===== config.mk =====
export PLATFORM = sky130hd
export DESIGN_NAME = conn_mode_ctrl
export DESIGN_NICKNAME = d
export VERILOG_FILES = /design/src/rtl/cmc_pkg.sv /design/src/rtl/cmc_sync.sv /design/src/rtl/cmc_settle.sv /design/src/rtl/cmc_seq.sv /design/src/rtl/conn_mode_ctrl.sv
export SDC_FILE = /design/constraint.sdc
export NUM_CORES = 1
export LEC_CHECK = 0
export ABC_AREA = 1
export BUFFER_PORTS_ARGS = -buffer_cell sky130_fd_sc_hd__buf_2
export CAP_MARGIN = 20
export CORE_MARGIN = 2
export CORE_UTILIZATION = 59
export DETAILED_ROUTE_END_ITERATION = 10
export PLACE_DENSITY = 0.75
export SKIP_CTS_REPAIR_TIMING = 1
export SYNTH_ARGS = -nofsm -noshare
export SYNTH_HDL_FRONTEND = slang
export SYNTH_SLANG_ARGS = --single-unit

===== constraint.sdc =====
create_clock -name clk -period 1.55 [get_ports clk]
set_input_delay 0.31 -clock clk [delete_from_list [all_inputs] [get_ports clk]]
set_output_delay 0.31 -clock clk [all_outputs]
set_load 0.02 [all_outputs]

===== src/rtl/cmc_pkg.sv =====
package cmc_pkg;

  typedef enum logic [2:0] {
    MODE_OFF   = 3'd0,
    MODE_USB1  = 3'd1,
    MODE_USB2  = 3'd2,
    MODE_AUDIO = 3'd3,
    MODE_MUTE  = 3'd4
  } mode_t;

  // enable vector bit positions
  localparam int EN_USB1  = 0;
  localparam int EN_USB2  = 1;
  localparam int EN_AUDIO = 2;
  localparam int EN_SHUNT = 3;
  localparam int EN_W     = 4;

  // code 10 is resolved by the history bit
  function automatic mode_t code_to_mode(input logic [1:0] code, input logic hist);
    case (code)
      2'b00:   return MODE_OFF;
      2'b01:   return MODE_USB1;
      2'b11:   return MODE_AUDIO;
      default: return hist ? MODE_MUTE : MODE_USB2;
    endcase
  endfunction

  function automatic logic [EN_W-1:0] mode_enables(input mode_t m);
    logic [EN_W-1:0] e;
    e = '0;
    case (m)
      MODE_USB1:  e[EN_USB1]  = 1'b1;
      MODE_USB2:  e[EN_USB2]  = 1'b1;
      MODE_AUDIO: e[EN_AUDIO] = 1'b1;
      MODE_MUTE:  e[EN_SHUNT] = 1'b1;
      default:    e = '0;
    endcase
    return e;
  endfunction

  function automatic logic is_usb(input mode_t m);
    return (m == MODE_USB1) || (m == MODE_USB2);
  endfunction

endpackage


===== src/rtl/cmc_sync.sv =====
module cmc_sync #(
  parameter int W      = 2,
  parameter int STAGES = 2
) (
  input  logic         clk,
  input  logic         rst,
  input  logic [W-1:0] d_i,
  output logic [W-1:0] q_o
);

  logic [W-1:0] stg [STAGES];

  always_ff @(posedge clk) begin
    if (rst) begin
      for (int i = 0; i < STAGES; i++) stg[i] <= '0;
    end else begin
      stg[0] <= d_i;
      for (int i = 1; i < STAGES; i++) stg[i] <= stg[i-1];
    end
  end

  assign q_o = stg[STAGES-1];

endmodule


===== src/rtl/cmc_settle.sv =====
module cmc_settle #(
  parameter int W        = 2,
  parameter int HOLD_CYC = 10
) (
  input  logic         clk,
  input  logic         rst,
  input  logic [W-1:0] code_i,
  output logic [W-1:0] code_o
);

  localparam int CW = (HOLD_CYC < 2) ? 1 : $clog2(HOLD_CYC);
  localparam logic [CW-1:0] LAST = CW'(HOLD_CYC - 1);

  logic [W-1:0]  cand_q;
  logic [CW-1:0] age_q;

  always_ff @(posedge clk) begin
    if (rst) begin
      cand_q <= '0;
      age_q  <= '0;
      code_o <= '0;
    end else if (code_i != cand_q) begin
      cand_q <= code_i;
      age_q  <= '0;
    end else if (age_q != LAST) begin
      age_q <= age_q + 1'b1;
    end else begin
      code_o <= cand_q;
    end
  end

endmodule


===== src/rtl/cmc_seq.sv =====
module cmc_seq
  import cmc_pkg::*;
#(
  parameter int BREAK_CYC    = 5,
  parameter int OFF_USB_CYC  = 18,
  parameter int AUD_USB1_CYC = 1200,
  parameter int DEF_CYC      = 2
) (
  input  logic            clk,
  input  logic            rst,
  input  logic [1:0]      code_i,
  output logic [EN_W-1:0] en_o,
  output mode_t           mode_o,
  output logic            busy_o
);

  localparam int MAX_A = (BREAK_CYC > OFF_USB_CYC) ? BREAK_CYC : OFF_USB_CYC;
  localparam int MAX_B = (AUD_USB1_CYC > DEF_CYC) ? AUD_USB1_CYC : DEF_CYC;
  localparam int MAXD  = (MAX_A > MAX_B) ? MAX_A : MAX_B;
  localparam int CW    = $clog2(MAXD + 1);

  typedef enum logic [1:0] {PH_IDLE, PH_BREAK, PH_ENTRY} phase_t;

  phase_t        phase_q;
  logic [CW-1:0] cnt_q, entry_q, entry_len;
  logic [1:0]    applied_q;
  logic          hist_q;
  mode_t         nxt_mode;

  assign nxt_mode = code_to_mode(code_i, hist_q);

  always_comb begin
    if ((mode_o == MODE_OFF && is_usb(nxt_mode)) || (is_usb(mode_o) && nxt_mode == MODE_OFF))
      entry_len = CW'(OFF_USB_CYC - 1);
    else if ((mode_o == MODE_AUDIO || mode_o == MODE_MUTE) && nxt_mode == MODE_USB1)
      entry_len = CW'(AUD_USB1_CYC - 1);
    else
      entry_len = CW'(DEF_CYC - 1);
  end

  always_ff @(posedge clk) begin
    if (rst) begin
      phase_q   <= PH_IDLE;
      cnt_q     <= '0;
      entry_q   <= '0;
      applied_q <= 2'b00;
      hist_q    <= 1'b0;
      mode_o    <= MODE_OFF;
      en_o      <= '0;
      busy_o    <= 1'b0;
    end else begin
      case (phase_q)
        PH_IDLE: if (code_i != applied_q) begin
          applied_q <= code_i;
          mode_o    <= nxt_mode;
          hist_q    <= (nxt_mode == MODE_AUDIO) || (nxt_mode == MODE_MUTE);
          en_o      <= '0;
          busy_o    <= 1'b1;
          cnt_q     <= CW'(BREAK_CYC - 1);
          entry_q   <= entry_len;
          phase_q   <= PH_BREAK;
        end
        PH_BREAK: if (cnt_q == '0) begin
          cnt_q   <= entry_q;
          phase_q <= PH_ENTRY;
        end else begin
          cnt_q <= cnt_q - 1'b1;
        end
        default: if (cnt_q == '0) begin
          en_o    <= mode_enables(mode_o);
          busy_o  <= 1'b0;
          phase_q <= PH_IDLE;
        end else begin
          cnt_q <= cnt_q - 1'b1;
        end
      endcase
    end
  end

endmodule


===== src/rtl/conn_mode_ctrl.sv =====
module conn_mode_ctrl
  import cmc_pkg::*;
#(
  parameter int SYNC_STAGES  = 2,
  parameter int SKEW_CYC     = 10,
  parameter int BREAK_CYC    = 5,
  parameter int OFF_USB_CYC  = 18,
  parameter int AUD_USB1_CYC = 1200,
  parameter int DEF_CYC      = 2
) (
  input  logic       clk,
  input  logic       rst,
  input  logic [1:0] ctl_i,
  output logic       usb1_en_o,
  output logic       usb2_en_o,
  output logic       audio_en_o,
  output logic       shunt_en_o,
  output logic [2:0] mode_o,
  output logic       busy_o
);

  logic [1:0]      code_sync, code_steady;
  logic [EN_W-1:0] en;
  mode_t           mode;

  cmc_sync #(.W(2), .STAGES(SYNC_STAGES)) u_sync (
    .clk(clk), .rst(rst), .d_i(ctl_i), .q_o(code_sync)
  );

  cmc_settle #(.W(2), .HOLD_CYC(SKEW_CYC)) u_settle (
    .clk(clk), .rst(rst), .code_i(code_sync), .code_o(code_steady)
  );

  cmc_seq #(
    .BREAK_CYC(BREAK_CYC), .OFF_USB_CYC(OFF_USB_CYC),
    .AUD_USB1_CYC(AUD_USB1_CYC), .DEF_CYC(DEF_CYC)
  ) u_seq (
    .clk(clk), .rst(rst), .code_i(code_steady),
    .en_o(en), .mode_o(mode), .busy_o(busy_o)
  );

  assign usb1_en_o  = en[EN_USB1];
  assign usb2_en_o  = en[EN_USB2];
  assign audio_en_o = en[EN_AUDIO];
  assign shunt_en_o = en[EN_SHUNT];
  assign mode_o     = mode;

endmodule


---- Word-level counts from Yosys, hierarchy flattened ----
Memory sizes are Yosys's and may differ from the RTL's.
Cells that the tools add are included.
word-level totals
  memories ................................ 1
  bits of input ports ..................... 4
  output and inout bits ................... 8
  memory bits (writable) .................. 4
  logic and storage cells ................. 83
  register bits after elaboration ......... 43
operators by class
  $add $sub $neg .......................... 2
  muxes and demuxes ....................... 27
  bitwise operators ....................... 5
  equal/unequal tests ..................... 17
  reductions and logical operators ........ 20
memory list
  name        depth  width  rd ports  clocked after Yosys merged registers in  wr ports  RTL line        source
  u_sync.stg  2      2      2         0                                        2         cmc_sync.sv:11  logic [W-1:0] stg [STAGES];
operator list
  operator               count
  $mux 11                5
  $pmux 11 s2            1
  $eq 3x2->1 const B     4
  $logic_not 11->1       1
  $sub 11x1->11 const B  1
  $mux 2                 5
  $mux 1                 9
  $pmux 3 s3             1
  $mux 4                 2
  $pmux 4 s2             1
  $eq 3x1->1 const B     2
  $eq 3x3->1 const B     2
  $logic_not 3->1        2
  $reduce_and 2->1       3
  $reduce_and 3->1       2
  $logic_or 1x1->1       5
  $add 4x1->4 const B    1
  $eq 2x1->1 const B     2
  $logic_not 2->1        2
  $ne 2x1->1 const B     2
  $ne 2x2->1             2
  $ne 4x4->1 const B     1
  $pmux 2 s2             1
  $logic_and 1x1->1      3
  other kinds (8)        11

---- Logic depth before layout (Yosys ltp) ----
Gate-level depths: netlist of the first run.
  word-level depth ........................ 7
  gate-level depth with buffers ........... 11

---- Cells and area by module ----
From an unflattened synthesis of the first run, not the netlist that was laid out.
second synthesis, totals
  cells, all modules ...................... 283
  area, all modules ....................... 2000.7 sq um
modules (own cells, without submodules)
  module      instances  area an instance (sq um)  cells each
  cmc_seq     1          1488.9                    219
  cmc_settle  1          386.6                     50
  cmc_sync    1          125.1                     14

---- Worst setup path before layout of the first run ----
OpenSTA, ideal clock, no wires.
  path kind ............................... reg2reg
  from .................................... reg u_seq.cnt_q[0]
  to ...................................... reg u_seq.cnt_q[4]
  path buffers ............................ 1
  setup time .............................. 0.109 ns
  setup slack ............................. 0.182 ns
  clock period less this slack ............ 1.368 ns
  data required time ...................... 1.441 ns
  arrival ................................. 1.259 ns
  cell stages (with the launch flop) ...... 12
  cells stage by stage .................... dfxtp_1 inv_1 ha_1 nand2_1 nor2_8 nand3_4 nand2_4 buf_6 nor2_1 nand2_1 nand2_1 inv_1
between the ends
  longest elaborated chain between the ends .. 3
ends and longest elaborated chain
  what                                                      RTL line       source
  start, declared                                           cmc_seq.sv:25  logic [CW-1:0] cnt_q, entry_q, entry_len;
  start signal, assigned                                    cmc_seq.sv:59  cnt_q <= CW'(BREAK_CYC - 1);
  start signal, assigned                                    cmc_seq.sv:64  cnt_q <= entry_q;
  start signal, assigned                                    cmc_seq.sv:67  cnt_q <= cnt_q - 1'b1;
  $sub 11x1->11 / $logic_not 11->1 (equally long branches)  --
  $mux 11, or another cell as far along                     cmc_seq.sv:69  default: if (cnt_q == '0) begin
  $pmux 11 s2 / $reduce_and 2->1 (equally long branches)    --
Parallel ways exist; a longest one is shown, timed or not. The select of a mux whose other input is x is not followed.
A chain may end at the register's enable or synchronous reset.

---- Final worst setup path of the first run ----
  from .................................... reg u_seq.cnt_q[0]
  to ...................................... reg u_seq.cnt_q[9]
Same word-level chain as after synthesis.

==> results of run 1 <==
## routing by layer
layer  wire length (um)  track usage  vias up
met5                  0            0        -
met4                 59       0.0901        0
met3                174       0.0704        5
met2               1560        0.352       34
met1               1770        0.284      727
li1                   -            -      885
## logic make-up after synthesis
kind of cell	count (synthesis)	share of synthesized area
and+or+nand+nor	125	0.311
DFF	39	0.413
buffers and inverters	44	0.0919
AOI/OAI and AO/OA	43	0.121
xor gates and xnor gates	8	0.0370
adders and majority gates	4	0.0265
## path summary, 6_finish.rpt
kind | from | to | slack (ns) | depth (start not counted)
min | ctl_i[1] | u_sync.stg[0][1] | 0.14 | 3
max reg2reg | u_seq.cnt_q[0] | u_seq.cnt_q[9] | 0.1 | 11
min reg2reg | u_sync.stg[0][0] | u_sync.stg[0][2] | 0.41 | 2
max | u_seq.cnt_q[0] | u_seq.cnt_q[9] | 0.1 | 11
## tightest hold or removal path, cell delays in order
cell and delay [ns]:
buf_2 0.09, inv_1 0.04, nor2_1 0.03
## layout make-up
cell class | count | area [um^2] | share of cell area
well taps | 44 | 55.1 | 0.0256
clock buffers | 5 | 37.5 | 0.0175
flip-flops and latches | 39 | 783 | 0.364
clock inverters | 3 | 25.0 | 0.0116
multi-input cells | 180 | 961 | 0.447
repair buffers | 21 | 143 | 0.0663
inverters | 39 | 146 | 0.0681
## state kept, by name (all words and copies together), names as in the netlist
signal and flops:
u_seq.cnt_q 11, u_settle.age_q 4, u_seq.entry_q 3, u_seq.phase_q 2, u_seq.mode_o 3, u_seq.hist_q 1, u_settle.code_o 2, u_sync.stg 4
u_seq.applied_q 2, u_settle.cand_q 2, u_seq.busy_o 1, u_seq.en_o 4
## through the flow
stage                     TNS, ns  instances  total power [mW]  utilization
after global placement          0        320              1.23        0.664
after floorplan                 0        263              1.19            -
after detailed placement        0        320              1.23        0.664
after CTS                 -0.0106        328              1.77        0.684
after global routing      -0.0236        331              1.84        0.705
final                           0        331              1.76        0.705
## power groups by stage
stage / Combinational, mW / Clock [mW] / Sequential (mW)
2_1_floorplan: 0.133 / 0 / 1.06
3_3_place_gp: 0.171 / 0 / 1.06
3_5_place_dp: 0.173 / 0 / 1.06
4_1_cts: 0.174 / 0.560 / 1.04
5_1_grt: 0.207 / 0.599 / 1.04
6_report: 0.182 / 0.540 / 1.04
## layout by cell type, fill, tap and decap left out, types with 2 or more instances in the layout
cell type	Yosys	layout
o21ai_1	2	5
xnor2_1	4	4
inv_1	37	35
o22ai_1	3	3
nor2_2	2	4
nand2_1	56	55
nor2_4	2	2
ha_1	4	3
dfxtp_1	39	37
clkbuf_4	0	5
o21ai_0	12	9
or2_2	2	2
a21oi_1	23	23
buf_4	0	9
dfxtp_2	0	2
nor2_1	31	29
nand3_1	16	15
inv_2	2	4
nand2_2	2	3
xor2_1	4	4
nand4_1	3	3
buf_2	1	11
clkinv_4	0	2
nor3_1	5	5
==> summary.md, run 1 <==
| Metric | Value |
|---|---|
| Critical path type | reg2reg |
| Die Span Y | 60.6 um |
| I/O pins | 12 |
| Layout cell share with drive strength beyond 1 | 0.188 |
| Dpl hpwl | 2670 um |
| Final-report setup violation count | 0 |
| CP max-delay cell | dfxtp_2 |
| WP data required | 1.81 ns |
| Sw Ratio | 0.276 |
| Via count | 1651 |
| DP Area | 2030 um^2 |
| Asr flop ratio synth | 0 |
| Pre-CTS setup slack | 0.00338 ns |
| Ranking of synthesized cells by area | dfxtp_1 (41%), nand2_1 (11%), inv_1 (7.3%) |
| Ys flop type | dfxtp_1 |
| RSZ-0062 raised after global routing | true |
| Pin count of the biggest net entering global routing | 18 |
| Hold slack | 0.142 ns |
| Post-DRT Antenna Nets | 0 |
| CORE AREA | 3050 um^2 |
| Top-area cell type share of the netlist area | 0.413 |
| Pre-antenna DRT Iters | 4 |
| Clock transition at the registers of the reported paths | 0.12 ns |
| Critical path endpoint category | flop |
| CP max stage delay | 0.34 ns |
| Most used cell, CP | nand2_1 |
| Period utilization | 0.936 |
| Status | finished clean |
| Initial antenna violation count | 0 |
| Highest Clock Rate | 0.689 GHz |
| GR Overflow Total | 0 |
| Num Clock Sinks | 39 |
| Nets | 294 |
| Yosys cell types | 30 |
| Combinational share of power | 0.104 |
| Relative slew slack | 0.777 |
| Worst-path fanout max | 7 |
| Initial Util | 0.620 |
| Max_cap viols | 0 |
| Final hold violation count | 0 |
| Syn_nets | 271 |
| DRT Wirelength | 3570 um |
| Clk_skew | 0.00551 ns |
| CP startpoint kind | flop |
| Worst Tran Pin Value | 0.334 ns |
| TritonCTS Buffers | 5 |
| Worst-Skew Late Latency | 0.35 ns |
| Int Pwr | 1.27 mW |
| Most numerous cell in the Yosys netlist | nand2_1 |
| Pins Over Slew Limit | 0 |
| Port Buffer Count | 11 |
| Worst setup margin | 0.0987 ns |
| Bufs on Longest Clock Path | 2 |
| Power Density | 817 nW/um^2 |
| Yosys warns | 0 |
| Area Growth Syn to Fin | 13.7% |
| Peak supply drop | 623 uV |
| Via density per instance | 4.99 |
| CTS tree | built |
| Worst EP arrival | 1.72 ns |
| # fillers | 284 |
| DRC Markers | 0 |
| Mapped Area | 1890 um^2 |
| Initial DRC count | 90 |
| Mean Syn Cell Area | 7.19 um^2 |
| Clock root cell | clkbuf_4 |
| Final critical-path required period | 1.45 ns |
| Net Switching | 0.486 mW |
| H-Tree Depth | 2 |
| Static Leakage | 0.998 nW |
| Post-synth top area cell | dfxtp_1 |
| GRT Total Usage | 0.223 |
| First-pass GRT wire length | 6030 um |
| N_diodes | 0 |
| Post-synth top cells | nand2_1 (56), dfxtp_1 (39), inv_1 (37), nor2_1 (31), a21oi_1 (23) |
| Crit path max-delay family | simple AND/OR/NAND/NOR gates |
| Chip width | 60.6 um |
| Number of synthesized register bits | 39 |
| Hold Crit Class | in2reg |
| Clock share of power | 0.307 |
| Finished Cell Area | 2150 um^2 |
| Crit path buf inv count | 2 |
| Critical-path cell list | inv_2 -> ha_1 -> nand2_2 -> nor2_8 -> nand3_4 -> nand2_8 -> inv_2 -> nand2_1 -> nand2_1 -> nand2_1 -> nor2_1 |
| Die ar. | 3680 um^2 |
| Avg WL per Cell | 10.8 um |
| Post-synth EDFFs | 0 |
| Seq/Total Area, Yosys | 0.413 |
| Vias in the first global route | 1426 |
| Final Wtd Congestion | 0.900 |
| Num rows | 20 |
| Sequential share of power | 0.589 |
| Mapped Cells | 263 |
(Power assumes the default switching activity.)
==> run 2: changes to the inputs <==
--- a/config.mk
+++ b/config.mk
@@ -6,10 +6,13 @@
 export NUM_CORES = 1
 export LEC_CHECK = 0
 export ABC_AREA = 1
-export BUFFER_PORTS_ARGS = -buffer_cell sky130_fd_sc_hd__buf_2
+export BUFFER_PORTS_ARGS = -buffer_cell sky130_fd_sc_hd__clkbuf_2
 export CAP_MARGIN = 20
+export CELL_PAD_IN_SITES_DETAIL_PLACEMENT = 1
+export CELL_PAD_IN_SITES_GLOBAL_PLACEMENT = 2
 export CORE_MARGIN = 2
-export CORE_UTILIZATION = 59
+export CORE_UTILIZATION = 34
+export CTS_CLUSTER_SIZE = 10
 export DETAILED_ROUTE_END_ITERATION = 10
 export PLACE_DENSITY = 0.75
 export SKIP_CTS_REPAIR_TIMING = 1
==> run 2 against run 1 <==
First-iteration DRC count is 67% lower. Clock-buffer cell count unchanged. Sequential power about the same. Cell count increased by 9.7%. Largest cell class unchanged.
==> summary.md, run 2 (synthesis results as in run 1) <==
| Metric | Value |
|---|---|
| Post-DRT Antenna Nets | 0 |
| Clk_skew | 0.00752 ns |
| Met1 usage | 0.216 |
| Reg2reg path depth | 9 |
| Max reg flops | 11 |
| Finished Cell Area | 2270 um^2 |
| Power Density | 931 nW/um^2 |
| DRT Wirelength | 4570 um |
| Reg2Reg Setup Slack | 0.14 ns |
| H-Tree Depth | 2 |
| Final Core Density | 0.417 |
| Critical path endpoint category | flop |
| Final critical-path required period | 1.41 ns |
| Clock root cell | clkbuf_8 |
| Area Growth Syn to Fin | 19.8% |
| Final hold violation count | 0 |
| Die ar. | 6180 um^2 |
| WP data required | 1.77 ns |
| Layout cell share with drive strength beyond 1 | 0.199 |
| RSZ-0062 raised after global routing | true |
| TritonCTS Buffers | 5 |
| First-pass GRT wire length | 8020 um |
| Critical path type | reg2reg |
| Worst Tran Pin Value | 0.299 ns |
| Setup TNS | 0 ns |
| Most frequent cells in the layout | nand2_1 (54), dfxtp_1 (38), inv_1 (35) |
| Met3 Usage GRT | 0.0368 |
| GRT busiest layer | met2 |
| Clock transition at the registers of the reported paths | 0.09 ns |
| Max_cap viols | 0 |
| Pin count of the biggest net entering global routing | 18 |
| Bufs on Longest Clock Path | 2 |
| Status | finished clean |
| Most common cell after layout, fill and taps aside | nand2_1 |
| DP Area | 2100 um^2 |
| Total Power Consumption | 2.11 mW |
| Via density per instance | 4.69 |
| CORE AREA | 5440 um^2 |
| Worst r2r src | u_seq.cnt_q[0] |
| Num Clock Sinks | 39 |
| Worst-path fanout max | 4 |
| Initial antenna violation count | 0 |
| Final-report setup violation count | 0 |
| Static Leakage | 1.03 nW |
| Initial Util | 0.348 |
| Hold path start | ctl_i[1] |
| Reg2reg end | u_seq.en_o[0] |
| GR Overflow Total | 0 |
| Pins Over Slew Limit | 0 |
| DRC Markers | 0 |
| Period utilization | 0.911 |
| Non-Filler Instances | 363 |
| Hold Path Sink | u_sync.stg[0][1] |
| Vias in the first global route | 1728 |
| N_diodes | 0 |
| CP startpoint kind | flop |
| GRT Total Usage | 0.164 |
| Initial DRC count | 30 |
| CTS tree | built |
| Highest Clock Rate | 0.708 GHz |
| Chip width | 78.6 um |
| Port Buffer Count | 11 |
| Post-Place Cells | 353 |
| Final Wtd Congestion | 0.747 |
| Min-Delay Path Depth | 3 |
| Hold Crit Class | in2reg |
| Avg WL per Cell | 12.6 um |
| Worst EP arrival | 1.63 ns |
| Num rows | 27 |
| Biggest register | u_seq.cnt_q |
| Dpl hpwl | 3380 um |
| Pre-antenna DRT Iters | 4 |
| Nets | 298 |
| GR Layer Usage met2 | 0.269 |
| I/O pins | 12 |
| Peak supply drop | 521 uV |
| Worst-Skew Late Latency | 0.29 ns |
| Die Span Y | 78.6 um |
| Relative slew slack | 0.799 |
| Via count | 1702 |
run 2: changes by cell type in the layout (fill, tap and decap cells not counted), sizes merged:
cell / before / now
clkbuf: 5 / 16
buf: 21 / 14
bufinv: 0 / 1
clkinvlp: 1 / 0
run 2: per-layer routing:
layer	vias up	wire length, um
met4	0	27
met5	-	0
li1	892	-
met3	2	134
met2	16	2080
met1	792	2330
run 2: cell type report:
cell class	instances	area, um^2
Clock buffer	5	68.8
Clock inverter	3	43.8
Fill cell	713	3170
Inverter	39	149
Multi-Input combinational cell	180	973
Sequential cell	39	782
Tap cell	72	90.1
Timing Repair Buffer	25	160
run 2: metrics by stage:
step           hold slack [ns]  setup slack, ns
3_3_place_gp             0.389           0.0431
6_report                 0.206            0.138
5_1_grt                  0.207         -0.00538
2_1_floorplan            0.388            0.182
3_5_place_dp             0.400           0.0168
4_1_cts                  0.202         -0.00243
run 2: where the power goes:
| group | internal, mW | switching (mW) |
|---|---|---|
| combinational | 0.0773 | 0.125 |
| clock | 0.480 | 0.394 |
| sequential | 1.02 | 0.0150 |
run 2: worst max path at each step:
stage                         from             end  slack [ns]
floorplan           u_seq.cnt_q[0]  u_seq.cnt_q[4]        0.18
global placement    u_seq.cnt_q[0]  u_seq.cnt_q[0]        0.04
detailed placement  u_seq.cnt_q[1]  u_seq.cnt_q[7]        0.02
CTS                 u_seq.cnt_q[1]  u_seq.cnt_q[7]      -0.002
global route        u_seq.cnt_q[2]  u_seq.cnt_q[1]      -0.005
finish              u_seq.cnt_q[0]   u_seq.en_o[0]        0.14
run 2: critical path, cell delays in order (launching register included):
cell and delay [ns]:
dfxtp_1 0.32, inv_2 0.07, ha_1 0.15, nand2_2 0.09
nor2_8 0.14, nand3_4 0.11, buf_4 0.17, nand2_1 0.09
nand2_1 0.08, o22ai_1 0.13
